## src/rtl/wdog_pkg.sv

```systemverilog
package wdog_pkg;
    localparam int unsigned CNT_W      = 10;
    localparam int unsigned ADDR_W     = 3;
    localparam int unsigned DATA_W     = 32;
    localparam logic [ADDR_W-1:0] OFS_CTL = 3'd0;
    localparam logic [ADDR_W-1:0] OFS_CNT = 3'd4;
    localparam int unsigned B_RUN   = 0;
    localparam int unsigned B_FIRED = 1;
    localparam int unsigned B_PWR   = 2;
    localparam int unsigned B_OFF   = 3;
    localparam int unsigned B_TRIG  = 7;

    typedef struct packed {
        logic             run;
        logic             act_pwr;
        logic [CNT_W-1:0] reload;
        logic             srst;
        logic             poff;
        logic             fired;
    } wd_state_t;
endpackage

```

## src/rtl/wdog_prescaler.sv

```systemverilog
module wdog_prescaler #(
    parameter int unsigned CLK_HZ = 100_000_000
) (
    input  logic clk,
    input  logic rst_n,
    input  logic clr,
    input  logic en,
    output logic tick
);
    localparam int unsigned PW = (CLK_HZ > 1) ? $clog2(CLK_HZ) : 1;
    localparam logic [PW-1:0] LIMIT = PW'(CLK_HZ - 1);

    logic [PW-1:0] pre_d, pre_q;

    assign tick = en && (pre_q == LIMIT);

    always_comb begin
        pre_d = pre_q;
        if (clr) begin
            pre_d = '0;
        end else if (tick) begin
            pre_d = '0;
        end else if (en) begin
            pre_d = pre_q + 1'b1;
        end
    end

    always_ff @(posedge clk or negedge rst_n) begin
        if (!rst_n) pre_q <= '0;
        else        pre_q <= pre_d;
    end
endmodule

```

## src/rtl/wdog_countdown.sv

```systemverilog
module wdog_countdown #(
    parameter int unsigned W = 10
) (
    input  logic         clk,
    input  logic         rst_n,
    input  logic         load,
    input  logic [W-1:0] load_val,
    input  logic         tick,
    output logic         expire,
    output logic [W-1:0] count
);
    logic [W-1:0] cnt_d, cnt_q;
    logic [W-1:0] start_val;

    // a zero reload still gives one full second
    assign start_val = (load_val == '0) ? W'(1) : load_val;
    assign expire    = tick && (cnt_q == W'(1));
    assign count     = cnt_q;

    always_comb begin
        cnt_d = cnt_q;
        if (load) begin
            cnt_d = start_val;
        end else if (tick) begin
            cnt_d = (cnt_q <= W'(1)) ? '0 : cnt_q - 1'b1;
        end
    end

    always_ff @(posedge clk or negedge rst_n) begin
        if (!rst_n) cnt_q <= '0;
        else        cnt_q <= cnt_d;
    end
endmodule

```

## src/rtl/wdog_mmio.sv

```systemverilog
module wdog_mmio
    import wdog_pkg::*;
#(
    parameter int unsigned CLK_HZ     = 100_000_000,
    parameter int unsigned RELOAD_RST = 60
) (
    input  logic              clk,
    input  logic              por_n,
    input  logic              rst_n,
    input  logic              wr_en,
    input  logic [ADDR_W-1:0] addr,
    input  logic [DATA_W-1:0] wdata,
    output logic [DATA_W-1:0] rdata,
    output logic              sys_rst_req,
    output logic              pwr_off_req
);
    localparam logic [CNT_W-1:0] RST_RELOAD = CNT_W'(RELOAD_RST);

    wd_state_t st_d, st_q;
    logic      fired_q;
    logic      core_rst_n;
    logic      wr_ctl, wr_cnt;
    logic      load;
    logic      tick;
    logic      expire;
    logic [CNT_W-1:0] cnt_w;

    assign core_rst_n = rst_n & por_n;
    assign wr_ctl     = wr_en && (addr == OFS_CTL);
    assign wr_cnt     = wr_en && (addr == OFS_CNT);
    assign load       = wr_ctl && (wdata[B_TRIG] || (wdata[B_RUN] && !st_q.run));

    wdog_prescaler #(.CLK_HZ(CLK_HZ)) u_pre (
        .clk   (clk),
        .rst_n (core_rst_n),
        .clr   (load),
        .en    (st_q.run && !load),
        .tick  (tick)
    );

    wdog_countdown #(.W(CNT_W)) u_cnt (
        .clk      (clk),
        .rst_n    (core_rst_n),
        .load     (load),
        .load_val (st_q.reload),
        .tick     (tick),
        .expire   (expire),
        .count    (cnt_w)
    );

    always_comb begin
        st_d       = st_q;
        st_d.fired = fired_q;
        st_d.srst  = 1'b0;
        st_d.poff  = 1'b0;
        if (wr_ctl) begin
            st_d.run     = wdata[B_RUN];
            st_d.act_pwr = wdata[B_PWR];
            if (wdata[B_FIRED]) st_d.fired = 1'b0;
        end
        if (wr_cnt) begin
            st_d.reload = wdata[CNT_W-1:0];
        end
        if (expire) begin
            st_d.run   = 1'b0;
            st_d.fired = 1'b1;
            st_d.srst  = !st_q.act_pwr;
            st_d.poff  = st_q.act_pwr;
        end
    end

    always_ff @(posedge clk or negedge core_rst_n) begin
        if (!core_rst_n) begin
            st_q.run     <= 1'b0;
            st_q.act_pwr <= 1'b0;
            st_q.reload  <= RST_RELOAD;
            st_q.srst    <= 1'b0;
            st_q.poff    <= 1'b0;
            st_q.fired   <= 1'b0;
        end else begin
            st_q <= st_d;
        end
    end

    // sticky flag: only the power-on reset clears it
    always_ff @(posedge clk or negedge por_n) begin
        if (!por_n) fired_q <= 1'b0;
        else        fired_q <= st_d.fired;
    end

    always_comb begin
        rdata = '0;
        if (addr == OFS_CTL) begin
            rdata[B_RUN]   = st_q.run;
            rdata[B_FIRED] = fired_q;
            rdata[B_PWR]   = st_q.act_pwr;
            rdata[B_OFF]   = !st_q.run;
        end else if (addr == OFS_CNT) begin
            rdata[CNT_W-1:0] = st_q.reload;
        end
    end

    assign sys_rst_req = st_q.srst;
    assign pwr_off_req = st_q.poff;
endmodule

```

## config.mk

```make
export PLATFORM = sky130hd
export DESIGN_NAME = wdog_mmio
export DESIGN_NICKNAME = d
export VERILOG_FILES = /design/src/rtl/wdog_pkg.sv /design/src/rtl/wdog_prescaler.sv /design/src/rtl/wdog_countdown.sv /design/src/rtl/wdog_mmio.sv
export SDC_FILE = /design/constraint.sdc
export NUM_CORES = 1
export LEC_CHECK = 0
export CAP_MARGIN = 20
export CORE_MARGIN = 2
export CORE_UTILIZATION = 60
export CTS_BUF_LIST = sky130_fd_sc_hd__clkbuf_8 sky130_fd_sc_hd__clkbuf_16
export CTS_CLUSTER_DIAMETER = 50
export DETAILED_ROUTE_END_ITERATION = 6
export DONT_BUFFER_PORTS = 1
export GPL_ROUTABILITY_DRIVEN = 0
export MAX_ROUTING_LAYER = met4
export PLACE_DENSITY = 0.83
export SETUP_SLACK_MARGIN = 0.1
export SYNTH_ARGS = -nofsm -noshare
export SYNTH_HDL_FRONTEND = slang
export SYNTH_SLANG_ARGS = --single-unit
```

## constraint.sdc

```tcl
create_clock -name clk -period 2.5 [get_ports clk]
set_input_delay 0 -clock clk [delete_from_list [all_inputs] [get_ports clk]]
set_output_delay 0 -clock clk [all_outputs]
set_load 0.01 [all_outputs]
```

* Yosys cells after proc, flatten, opt, wreduce, memory -nomap -nowiden *
Cells that the tools add are included.

word-level totals
  flip-flop bits (word level) = 52
  output and inout bits = 34
  input port bits = 39

operators by class
  magnitude comparators = 1
  bitwise logic cells = 1
  eq/ne operators = 3
  $add $sub $neg = 2
  reduce and logical (&&, ||, !) cells = 18
  mux-type cells = 15

operators by type and width
  operator                                                                 number
  27-bit two-way mux                                                       3
  10-bit two-way mux                                                       5
  27-bit by 1-bit adder with 27-bit output (second input constant)         1
  27-bit equality test (second input constant)                             1
  10-bit by 1-bit equality test with 1-bit output (second input constant)  1
  10-bit by 1-bit <= comparator with 1-bit output (second input constant)  1
  10-bit logical NOT                                                       1
  10-bit by 1-bit subtractor with 10-bit output (second input constant)    1
  1-bit logical AND                                                        7
  6-bit two-way mux                                                        1
  2-bit nonzero test                                                       3
  4-bit two-way mux                                                        1
  3-bit equality test (second input constant)                              1
  1-bit logical NOT                                                        3
  3-bit logical NOT                                                        1
  1-bit two-way mux                                                        3
  3-bit two-way mux                                                        1
  3-bit nonzero test                                                       1
  2-bit two-way mux                                                        1
  2-bit AND reduction                                                      1
  1-bit bitwise AND                                                        1
  1-bit logical OR                                                         1

* Logic depth before layout (Yosys ltp) *
  word-level depth = 10
  gate-level depth with buffers = 7
  depth with buffers taken out = 6

* Cells and area by module *
Synthesis repeated with hierarchy kept, for this count alone.

second synthesis, totals
  cells, all modules = 333
  area, all modules = 3240.6 µm²

modules (own cells, without submodules)
  module          times used  seq. area each (µm²)  area each (µm²)  cells each
  wdog_prescaler  1           675.6                 1581.5           172
  wdog_mmio       1           380.4                 940.9            81
  wdog_countdown  1           250.2                 718.2            80

* Worst setup path after synthesis *
Ideal clock, no wire load.

  path type = reg2reg
  start point = register u_pre.pre_q[11]
  end point = register u_cnt.cnt_q[6], in the netlist u_cnt.count[6]
  stages on the path, launching flop included = 7
  arrival = 2.005 ns
  setup slack = 0.413 ns
  clock period less this slack = 2.087 ns
  required time = 2.418 ns
  path buffers = 1
  path through = dfrtp_1 nor4_4 nand4_1 or3_1 buf_2 or4_1 a31oi_1

between the ends
  word-level cells in the longest chain between the ends = 3

ends and longest elaborated chain
  what                                 RTL line              text
  from (decl)                          wdog_prescaler.sv:13  logic [PW-1:0] pre_d, pre_q;
  from (signal assigned)               wdog_prescaler.sv:30  else pre_q <= pre_d;
  27-bit equality test                 wdog_prescaler.sv:15  assign tick = en && (pre_q == LIMIT);
  1-bit logical AND                    wdog_prescaler.sv:15
  2-bit nonzero test (no source line)  -
  to (signal assigned)                 wdog_countdown.sv:31  else cnt_q <= cnt_d;
  to (decl)                            wdog_countdown.sv:12  logic [W-1:0] cnt_d, cnt_q;

No other way between the ends.
A chain may end at the register's enable or synchronous reset.

* Final worst setup path *
Ends and elaborated chain as after synthesis.

==> summary.md <==
| Metric | Value |
|---|---|
| Cell Area, Synth | `between 3000 and 4000 um^2` |
| Total Routed Length | `6884 um` |
| Crit path cell chain | `nor4_4 -> nand4_1 -> or3_1 -> or4_1 -> a31oi_1` |
| #FFs+latches synth | `52` |
| Die area | `between 5000 and 6000 um^2` |
| Vias per cell | `a little over 6` |
| Cell row count | `25` |
| Initial Utilization | `around 63%` |
| First-pass GRT wire length | `about 12,000 um` |
| Highest Clock Rate | `440.8 MHz` |
| Slowest cell on crit path | `or3_1` |
| Crit path launch type | `register` |
| Wire per inst | `around 17 um` |
| Clock root buffer | `clkbuf_8` |
| Register area share after synthesis | `~43%` |
| Peak per-stage delay on the critical path | `approximately 0.54 ns` |
| Antenna violation net count after detailed routing | `0` |
| Max-slew violation count | `0` |
| Port Buf Inserts | `0` |
| Multi-input logic area | `~1600 um^2` |
| Layout Nets | `385` |
| CORE AREA | `around 4800 um^2` |
| Yosys cell types | `48` |
| Clock Pin Slew Worst Setup and Hold Paths | `0.10 ns` |
| Setup Crit Path Kind | `register to register` |
| Layout area overhead | `9.192%` |
| Final Setup Violations | `0` |
| Rel. slew slack | `43.97%` |
| Max Clock Skew | `between 0.009 and 0.01 ns` |
| Vias in the first global route | `about 2,400` |
| DR iter-0 viols | `~230` |
| Max-Cap Viols | `0` |
| IO Count | `73` |
| Fin crit period | `between 2 and 2.5 ns` |
| Asr flop ratio synth | `100.0%` |
| Met3 wire len | `~380 um` |
| Post-synth EDFFs | `0` |
| Clk sinks | `52` |
| Estimated wirelength of the detail-placed design | `~4500 um` |
| VDD IR max | `~0.00042 V` |
| Filler instances | `374` |
| Cts bufs inserted | `5` |
| PwrDens | `around 620 nW/um^2` |
| Detailed-route DRC error count | `0` |
| Layout cell share with drive strength beyond 1 | `between 10% and 20%` |
| Leading cell types in the layout, fill and taps excluded | `48 x dfrtp_1, 39 x nor2_1, 26 x nand2_1` |
| Largest net degree at the start of global routing | `21` |
| Initial antenna violation count | `0` |
| CTS tree | `yes` |
| Htree depth | `2` |
| Finished Cell Area | `between 3000 and 4000 um^2` |
| CP endpoint kind | `register` |
| Clock insertion delay at the later pin of the skew report | `between 0.3 and 0.4 ns` |
| Top Metal Used | `met4` |
| Final Cycle Share | `90.74%` |
| Share of the synthesized area in the top cell type | `around two fifths` |
| HP Class | `input port to register` |
| Post-Syn Area per Cell | `9.340 um^2` |
| Synth top area cells | `dfrtp_1 40%, xnor2_1 6.1%, buf_4 5.4%` |
| Dpl ws | `around 0.24 ns` |
| Worst Path Required | `about 2.7 ns` |
| Diode count | `0` |
| Final WS setup | `0.2315 ns` |
| Worst Path Arrival | `about 2.5 ns` |
| Die height | `roughly 75 um` |
| Metal2 WL | `between 3000 and 4000 um` |
| Commonest non-fill, non-tap cell in the layout | `dfrtp_1` |
| Post-Route Utilization | `between 60 and 70%` |
| TritonRoute pass-1 iters | `4` |
| Synth warnings | `0` |
| Vias | `around 2,500` |
| Crit Path Max Fanout | `9` |
| Die width | `75.13 um` |
| Setup TNS Final | `0 ns` |
| GRT Total Usage | `between 20% and 30%` |
| Final Hold Viols | `0` |
| Register area | `about 1300 um^2` |
| Metal-1 WL | `around 2800 um` |
| CTS Buffer Depth | `2` |
| Area after DPL | `3067 um^2` |
| Leakage | `around 1.4 nW` |
| RSZ-0062 raised after global routing | `false` |
| Post-CTS setup buffer count | `0` |
| Status | `completed` |
| Min Hold Slack | `around 0.017 ns` |
| Main flop type after synthesis | `dfrtp_1` |
| Area leader, netlist | `dfrtp_1` |
| Remaining Overflow, GRT | `0` |
| Worst slew pin tran | `approximately 0.84 ns` |
| Cells after Synth | `between 300 and 400` |
power breakdown:
| group | total (W) | internal (W) | switching (W) | leakage, nW |
|---|---|---|---|---|
| Clock | 0.000513 | 0.000225 | 0.000288 | 0.0434 |
| Combinational | 0.000422 | 0.000188 | 0.000234 | 0.664 |
| Sequential | 0.00113 | 0.000980 | 0.000148 | 0.675 |
| Total | 0.00206 | 0.00139 | 0.000669 | 1.38 |
flip-flops by register name, indices dropped and copies added, names as in the netlist:
signal / count
u_pre.pre_q: 27
st_q: 12
u_cnt.count: 10
fired_q: 1
pwr_off_req: 1
sys_rst_req: 1
cells in the mapped netlist (3+ instances only):
master    instances
and3_1           10
nand2b_1          3
a31oi_1           9
buf_1             4
buf_4            22
mux2_2           11
a21oi_1           6
clkbuf_1         10
nand3_1          14
xnor2_1          21
nor4_1           11
and4_1            5
or3_1             3
o211ai_1          7
nor2_1           39
dfrtp_1          48
nor4b_1           4
nand2_1          26
inv_1             3
mux2i_1           4
o21ai_0           6
nor3b_1           4
nand4_1           4
ha_1              3
nor3_1           14
dfstp_2           4
through the flow:
stage               cells  total power, W
floorplan             346        0.001438
global placement      388        0.001504
CTS                   411        0.002045
finish                411        0.002062
detailed placement    388        0.001528
global route          411        0.002173
repair_timing:
| item | in CTS | in global routing |
|---|---|---|
| hold buffers | 15 | 0 |
| endpoints found under the hold margin | 63 | 0 |
| resized for setup | 0 | 0 |
cells by family (layout without fill, tap and decap cells):
group	Yosys count	in the layout	synth area share, %
flops	52	52	43.03
simple gates	152	152	27.29
other cells	1	22	0.1235
compound gates	39	39	8.574
fa+ha+maj	3	3	1.237
mux	15	15	5.400
buf+inv	40	38	7.708
xor+xnor	23	23	6.637
worst max-delay path, delay by kind of cell (launching register included):
family / cells / cell delay [ns]
compound gates: 1 / 0.17
simple gates: 4 / 1.59
flops: 1 / 0.44
routing by layer:
layer	track usage, %	up-vias
li1	-	1153
met1	35.19	1208
met2	43.18	109
met3	5.355	28
met4	13.10	0
met5	-	-
worst paths after layout:
kind,startpoint,to,slack (ns),depth (start not counted)
worst min-delay path,addr[2],st_q[13],0.02,2
worst max register to register,u_pre.pre_q[11],u_cnt.count[6],0.23,5
min in group asynchronous,rst_n,st_q[11],0.15,2
max in group asynchronous,por_n,st_q[5],1.15,4
worst max-delay path,u_pre.pre_q[11],u_cnt.count[6],0.23,5
worst min register to register,u_cnt.count[4],u_cnt.count[4],0.53,1
final cells by class:
class,instances,share of cell area [%]
clock buffers,6,2.492
repair buffers,27,7.248
flip-flops and latches,52,39.41
well taps,67,2.529
clock inverters,2,0.4530
multi-input cells,254,47.53
inverters,3,0.3398
Power figures use the tool's default switching activity.
